**config.mk**
```make
export PLATFORM = sky130hd
export DESIGN_NAME = serial_frame_tx
export DESIGN_NICKNAME = d
export VERILOG_FILES = /design/src/rtl/sftx_pkg.sv /design/src/rtl/sftx_ctrl.sv /design/src/rtl/sftx_datapath.sv /design/src/rtl/serial_frame_tx.sv
export SDC_FILE = /design/constraint.sdc
export NUM_CORES = 1
export LEC_CHECK = 0
export BUFFER_PORTS_ARGS = -buffer_cell sky130_fd_sc_hd__buf_2
export CAP_MARGIN = 30
export CORE_ASPECT_RATIO = 0.7
export CORE_MARGIN = 2
export CORE_UTILIZATION = 60
export DETAILED_ROUTE_END_ITERATION = 10
export GPL_ROUTABILITY_DRIVEN = 0
export PLACE_DENSITY_LB_ADDON = 0.12
export SETUP_SLACK_MARGIN = 0.02
export SLEW_MARGIN = 20
export SYNTH_ARGS = -nofsm -noshare
export SYNTH_HDL_FRONTEND = slang
export SYNTH_SLANG_ARGS = --single-unit
```
**constraint.sdc**
```tcl
create_clock -name clk -period 4.6 [get_ports clk]
set_input_delay 0.46 -clock clk [delete_from_list [all_inputs] [get_ports clk]]
set_output_delay 0.46 -clock clk [all_outputs]
set_load 0.02 [all_outputs]
```
**src/rtl/sftx_pkg.sv**
```systemverilog
package sftx_pkg;

  typedef enum logic [2:0] {
    ST_IDLE,
    ST_START,
    ST_DATA,
    ST_PARITY,
    ST_STOP
  } txState_t;

  // strobes from control to datapath, all single-cycle
  typedef struct packed {
    logic load;        // capture character, drive start bit
    logic sendData;    // drive next data bit and shift
    logic sendParity;  // drive stored parity bit
    logic sendHigh;    // drive stop level
  } txStrobe_t;

  localparam logic [1:0] PAR_NONE = 2'd0;
  localparam logic [1:0] PAR_EVEN = 2'd1;
  localparam logic [1:0] PAR_ODD  = 2'd2;

  function automatic int clampLen(input int req, input int lo, input int hi);
    if (req < lo) return lo;
    if (req > hi) return hi;
    return req;
  endfunction

endpackage

```
**src/rtl/sftx_ctrl.sv**
```systemverilog
module sftx_ctrl
  import sftx_pkg::*;
#(
  parameter int MIN_DATA = 5,
  parameter int MAX_DATA = 9,
  parameter int LEN_W    = 4
) (
  input  logic             clk,
  input  logic             rstN,
  input  logic             baudTick,
  input  logic             inValid,
  input  logic [LEN_W-1:0] cfgDataLen,
  input  logic [1:0]       cfgParity,
  input  logic             cfgTwoStop,
  output logic             inReady,
  output logic             busy,
  output txStrobe_t        strobe
);

  txState_t         state;
  logic [LEN_W-1:0] lenQ;
  logic [LEN_W-1:0] bitCnt;
  logic             parEnQ;
  logic             twoStopQ;
  logic             stopIdx;
  logic             lastData;
  logic             lastStop;
  logic             accept;
  logic [LEN_W-1:0] effLen;

  always_comb begin
    effLen   = LEN_W'(clampLen(int'(cfgDataLen), MIN_DATA, MAX_DATA));
    lastData = (bitCnt == lenQ - LEN_W'(1));
    lastStop = (state == ST_STOP) && (!twoStopQ || stopIdx);
    inReady  = baudTick && ((state == ST_IDLE) || lastStop);
    accept   = inValid && inReady;
    busy     = (state != ST_IDLE);
  end

  always_comb begin
    strobe            = '0;
    strobe.load       = accept;
    strobe.sendData   = baudTick && ((state == ST_START) ||
                        ((state == ST_DATA) && !lastData));
    strobe.sendParity = baudTick && (state == ST_DATA) && lastData && parEnQ;
    strobe.sendHigh   = baudTick && (((state == ST_DATA) && lastData && !parEnQ) ||
                        (state == ST_PARITY));
  end

  always_ff @(posedge clk) begin
    if (!rstN) begin
      state    <= ST_IDLE;
      lenQ     <= LEN_W'(MIN_DATA);
      bitCnt   <= '0;
      parEnQ   <= 1'b0;
      twoStopQ <= 1'b0;
      stopIdx  <= 1'b0;
    end else if (accept) begin
      state    <= ST_START;
      lenQ     <= effLen;
      parEnQ   <= (cfgParity == PAR_EVEN) || (cfgParity == PAR_ODD);
      twoStopQ <= cfgTwoStop;
      bitCnt   <= '0;
      stopIdx  <= 1'b0;
    end else if (baudTick) begin
      unique case (state)
        ST_START: begin
          state  <= ST_DATA;
          bitCnt <= '0;
        end
        ST_DATA: begin
          if (lastData) begin
            state   <= parEnQ ? ST_PARITY : ST_STOP;
            stopIdx <= 1'b0;
          end else begin
            bitCnt <= bitCnt + LEN_W'(1);
          end
        end
        ST_PARITY: begin
          state   <= ST_STOP;
          stopIdx <= 1'b0;
        end
        ST_STOP: begin
          if (lastStop) state <= ST_IDLE;
          else          stopIdx <= 1'b1;
        end
        default: ;
      endcase
    end
  end


  start_after_accept_chk: assert property (@(posedge clk) disable iff (!rstN)
    accept |=> (state == ST_START));


  data_count_bound_chk: assert property (@(posedge clk) disable iff (!rstN)
    (state == ST_DATA) |-> (bitCnt < lenQ));


  cfg_held_chk: assert property (@(posedge clk) disable iff (!rstN)
    (busy && !accept) |=> $stable(lenQ) && $stable(parEnQ) && $stable(twoStopQ));

endmodule

```
**src/rtl/sftx_datapath.sv**
```systemverilog
module sftx_datapath
  import sftx_pkg::*;
#(
  parameter int DATA_W   = 9,
  parameter int MIN_DATA = 5,
  parameter int LEN_W    = 4
) (
  input  logic              clk,
  input  logic              rstN,
  input  txStrobe_t         strobe,
  input  logic [DATA_W-1:0] inData,
  input  logic [LEN_W-1:0]  cfgDataLen,
  input  logic [1:0]        cfgParity,
  output logic              txLine
);

  logic [DATA_W-1:0] shiftReg;
  logic [DATA_W-1:0] keepMask;
  logic              parBitQ;
  logic              onesOdd;
  logic              parNext;
  int                effLen;

  always_comb begin
    effLen = clampLen(int'(cfgDataLen), MIN_DATA, DATA_W);
    for (int i = 0; i < DATA_W; i++) keepMask[i] = (i < effLen);
    onesOdd = ^(inData & keepMask);
    parNext = (cfgParity == PAR_ODD) ? ~onesOdd : onesOdd;
  end

  always_ff @(posedge clk) begin
    if (!rstN) begin
      shiftReg <= '0;
      parBitQ  <= 1'b0;
      txLine   <= 1'b1;
    end else if (strobe.load) begin
      shiftReg <= inData;
      parBitQ  <= parNext;
      txLine   <= 1'b0;
    end else if (strobe.sendData) begin
      txLine   <= shiftReg[0];
      shiftReg <= shiftReg >> 1;
    end else if (strobe.sendParity) begin
      txLine   <= parBitQ;
    end else if (strobe.sendHigh) begin
      txLine   <= 1'b1;
    end
  end


  start_bit_low_chk: assert property (@(posedge clk) disable iff (!rstN)
    strobe.load |=> !txLine);


  stop_level_chk: assert property (@(posedge clk) disable iff (!rstN)
    strobe.sendHigh |=> txLine);

endmodule

```
**src/rtl/serial_frame_tx.sv**
```systemverilog
module serial_frame_tx
  import sftx_pkg::*;
#(
  parameter int MIN_DATA = 5,
  parameter int MAX_DATA = 9,
  parameter int LEN_W    = $clog2(MAX_DATA + 1)
) (
  input  logic                clk,
  input  logic                rstN,
  input  logic                baudTick,
  input  logic [MAX_DATA-1:0] inData,
  input  logic                inValid,
  output logic                inReady,
  input  logic [LEN_W-1:0]    cfgDataLen,
  input  logic [1:0]          cfgParity,
  input  logic                cfgTwoStop,
  output logic                txLine,
  output logic                busy
);

  txStrobe_t strobe;

  sftx_ctrl #(
    .MIN_DATA(MIN_DATA),
    .MAX_DATA(MAX_DATA),
    .LEN_W   (LEN_W)
  ) uCtrl (
    .clk       (clk),
    .rstN      (rstN),
    .baudTick  (baudTick),
    .inValid   (inValid),
    .cfgDataLen(cfgDataLen),
    .cfgParity (cfgParity),
    .cfgTwoStop(cfgTwoStop),
    .inReady   (inReady),
    .busy      (busy),
    .strobe    (strobe)
  );

  sftx_datapath #(
    .DATA_W  (MAX_DATA),
    .MIN_DATA(MIN_DATA),
    .LEN_W   (LEN_W)
  ) uData (
    .clk       (clk),
    .rstN      (rstN),
    .strobe    (strobe),
    .inData    (inData),
    .cfgDataLen(cfgDataLen),
    .cfgParity (cfgParity),
    .txLine    (txLine)
  );


  line_paced_chk: assert property (@(posedge clk) disable iff (!rstN)
    !$past(baudTick) |-> $stable(txLine));


  ready_on_tick_chk: assert property (@(posedge clk) disable iff (!rstN)
    inReady |-> baudTick);


  idle_high_chk: assert property (@(posedge clk) disable iff (!rstN)
    !busy |-> txLine);

endmodule

```
==> results.json <==
{
  "status": "finished clean",
  "drive_gt1_share_pct": 20.4,
  "period_needed_ns": 2.31,
  "finalSetupViolCount": 0,
  "slew_viol_final": 0,
  "crit_arrival_ns": 2.50,
  "clockBufferDepth": 2,
  "ys.flop_type": "dfxtp_1",
  "finalNonFillerCells": 230,
  "vdd_drop_max_mv": 0.219,
  "routed_wirelength_mm": 3.49,
  "fin_util_pct": 69.6,
  "wl_per_cell_um": 15.2,
  "yosysTopAreaCell": "dfxtp_1",
  "tns_ns": 0,
  "root_buffer": "clkbuf_8",
  "critPathMaxFanout": 10,
  "final_common_cell": "dfxtp_1",
  "p_leak_nw": 0.674,
  "max_stage_delay_ns": 0.50,
  "mostFrequentLayoutCells": "dfxtp_1, buf_2, nand2_1",
  "dieArea_mm2": 0.00302,
  "hold_buffers": 0,
  "nNetsFinal": 220,
  "fin_skew_ns": 0.00317,
  "route.detailed.drc": 0,
  "grtUsageTotal_pct": 26.0,
  "die_h_um": 46.5,
  "dr.pass1.iters": 4,
  "synth-edff-count": 0,
  "startpoint_type": "flop",
  "maxCapViolations": 0,
  "critPathKind": "reg2reg",
  "yosysWarnings": 0,
  "die_w_um": 64.8,
  "grt_pass1_vias": 1221,
  "first_iter_violations": 58,
  "cts_resized": 0,
  "rsz0062_at_grt": "false",
  "diodes": 0,
  "rows": 15,
  "synth_top_area_share_pct": 32.3,
  "critPathRequiredTime_ns": 4.79,
  "async_flop_share_pct": 0,
  "detailed_place_hpwl_mm": 2.64,
  "rr_worst_depth": 7,
  "cts_sinks": 25,
  "io_buffers": 22,
  "crit_path_cell_trace": "inv_1 -> ha_1 -> xnor2_1 -> nor4_2 -> a221oi_4 -> nand3_4 -> a221oi_2",
  "synth_area_mm2": 0.00155,
  "multi_input_area_um2": 961,
  "synthTopCellsByArea": "dfxtp_1, a221oi_2, a21oi_1",
  "fillerInstances": 184,
  "hold_path_depth": 3,
  "hold_ws_ns": 0.422,
  "vias": 1428,
  "syn_avg_cell_area_um2": 8.72,
  "worst_pin_slew_ns": 0.659,
  "io_pins": 23,
  "end_kind": "flop",
  "startpoint": "uCtrl.lenQ[0]$_SDFFE_PN1P_",
  "post-cts-setup-buffers": 0,
  "antenna_found_initial": 0,
  "r2r-start": "uCtrl.lenQ[0]$_SDFFE_PN1P_",
  "ys_seq_elements": 25,
  "cts_tree": "done",
  "endpoint": "uData.shiftReg[0]$_SDFFE_PN0P_",
  "synth-seq-area-share_pct": 32.3,
  "place_inst": 226,
  "area.sequential_um2": 500,
  "cts_buffers": 3,
  "rr_endpoint": "uData.shiftReg[0]$_SDFFE_PN0P_",
  "via_per_inst": 6.21,
  "min_path_type": "in2reg",
  "post-route-period-util_pct": 50.2,
  "area_delta_synth_final_pct": 10.3,
  "syn_nets": 201,
  "clk_latency_ns": 0.27,
  "power_density_mw_per_mm2": 277,
  "grt_max_degree": 21,
  "core_area_mm2": 0.00246,
  "fmax_mhz": 433,
  "antenna_left": 0,
  "syn_inst": 178,
  "grt_pass1_wl_mm": 5.85,
  "synthDistinctLibCells": 50,
  "overflow": 0,
  "slew_headroom_pct": 56.1,
  "slowest_stage": "a221oi_4",
  "start_util_pct": 63.1,
  "final_hold_viol_count": 0,
  "cts-htree-levels": 1,
  "rrSetupSlack_ns": 2.29,
  "clkTransAtPathRegs_ns": 0.08
}
-- report_power, final --
| group | leakage [nW] | total, mW | internal (mW) | switching (mW) |
|---|---|---|---|---|
| clock | 0.0228 | 0.129 | 0.0620 | 0.0675 |
| sequential | 0.204 | 0.242 | 0.229 | 0.0126 |
| combinational | 0.447 | 0.103 | 0.0439 | 0.0588 |
-- final cells by class --
cell class | instances | area share (%)
Multi-Input combinational cell | 131 | 56.1
Clock buffer | 4 | 2.63
Timing Repair Buffer | 22 | 6.43
Sequential cell | 25 | 29.2
Inverter | 14 | 3.07
Tap cell | 34 | 2.49
-- worst min-delay path by stage --
| stage | startpoint | to | slack (ns) |
|---|---|---|---|
| 2_1_floorplan | uCtrl.twoStopQ$_SDFFE_PN0P_ | uCtrl.twoStopQ$_SDFFE_PN0P_ | 0.45 |
| 3_3_place_gp | uData.shiftReg[4]$_SDFFE_PN0P_ | uData.shiftReg[3]$_SDFFE_PN0P_ | 0.46 |
| 3_5_place_dp | uData.shiftReg[4]$_SDFFE_PN0P_ | uData.shiftReg[3]$_SDFFE_PN0P_ | 0.47 |
| 4_1_cts | cfgTwoStop | uCtrl.twoStopQ$_SDFFE_PN0P_ | 0.41 |
| 5_1_grt | cfgTwoStop | uCtrl.twoStopQ$_SDFFE_PN0P_ | 0.45 |
| 6_report | cfgTwoStop | uCtrl.twoStopQ$_SDFFE_PN0P_ | 0.42 |
-- stage by stage --
stage / total power [mW] / setup WS (ns) / cell area, um^2
final: 0.474 / 2.29 / 1710
after global routing: 0.499 / 2.16 / 1710
after detailed placement: 0.348 / 2.32 / 1670
after floorplan: 0.318 / 2.56 / 1550
after global placement: 0.343 / 2.43 / 1670
after CTS: 0.476 / 2.30 / 1710
-- worst max-delay path: cells and delay by family, from the launching register on --
| family | cells | cell delay (ns) |
|---|---|---|
| AOI/OAI and AO/OA | 2 | 0.78 |
| DFF | 1 | 0.40 |
| and+or+nand+nor | 2 | 0.38 |
| adders and majority gates | 1 | 0.30 |
| xor gates and xnor gates | 1 | 0.29 |
| buffers and inverters | 1 | 0.06 |
-- synthesized netlist by cell type, types with 2 or more instances --
cell type,count
nor4_1,2
nor2_1,10
xnor2_1,7
mux2i_1,2
o211ai_1,2
nand3_1,5
nand3b_1,2
nand2b_1,5
a21oi_1,15
and3b_1,3
ha_1,3
a221oi_2,7
dfxtp_1,25
nor3_1,2
xor2_1,3
clkbuf_1,6
nand4_1,3
and3_1,3
nand2_1,16
o21ai_0,3
o22ai_1,10
or3_1,3
inv_1,14
-- routing by layer --
layer	track usage [%]	up-vias	wire length, um
li1	-	687	-
met1	37.8	674	1700
met2	37.3	60	1460
met3	6.11	7	265
met4	9.36	0	67
met5	0	-	0
-- kinds of logic (layout without fill, tap and decap cells) --
family          after synthesis  in the layout  synth area share, %
buf+inv                      22             40                 5.81
fa+ha+maj                     3              3                 2.42
simple gates                 62             62                 23.2
mux                           2              2                 1.29
xor+xnor                     12             12                 8.23
flops                        25             25                 32.3
compound gates               52             52                 26.8
-- flip-flops by register name, summed over array words and instances (netlist names) --
signal	cells
uCtrl.bitCnt	4
uCtrl.lenQ	4
uCtrl.parEnQ	1
uCtrl.state	3
uCtrl.stopIdx	1
uCtrl.twoStopQ	1
uData.parBitQ	1
uData.shiftReg	9
uData.txLine	1
No activity file was read; power rests on OpenSTA's default activity.
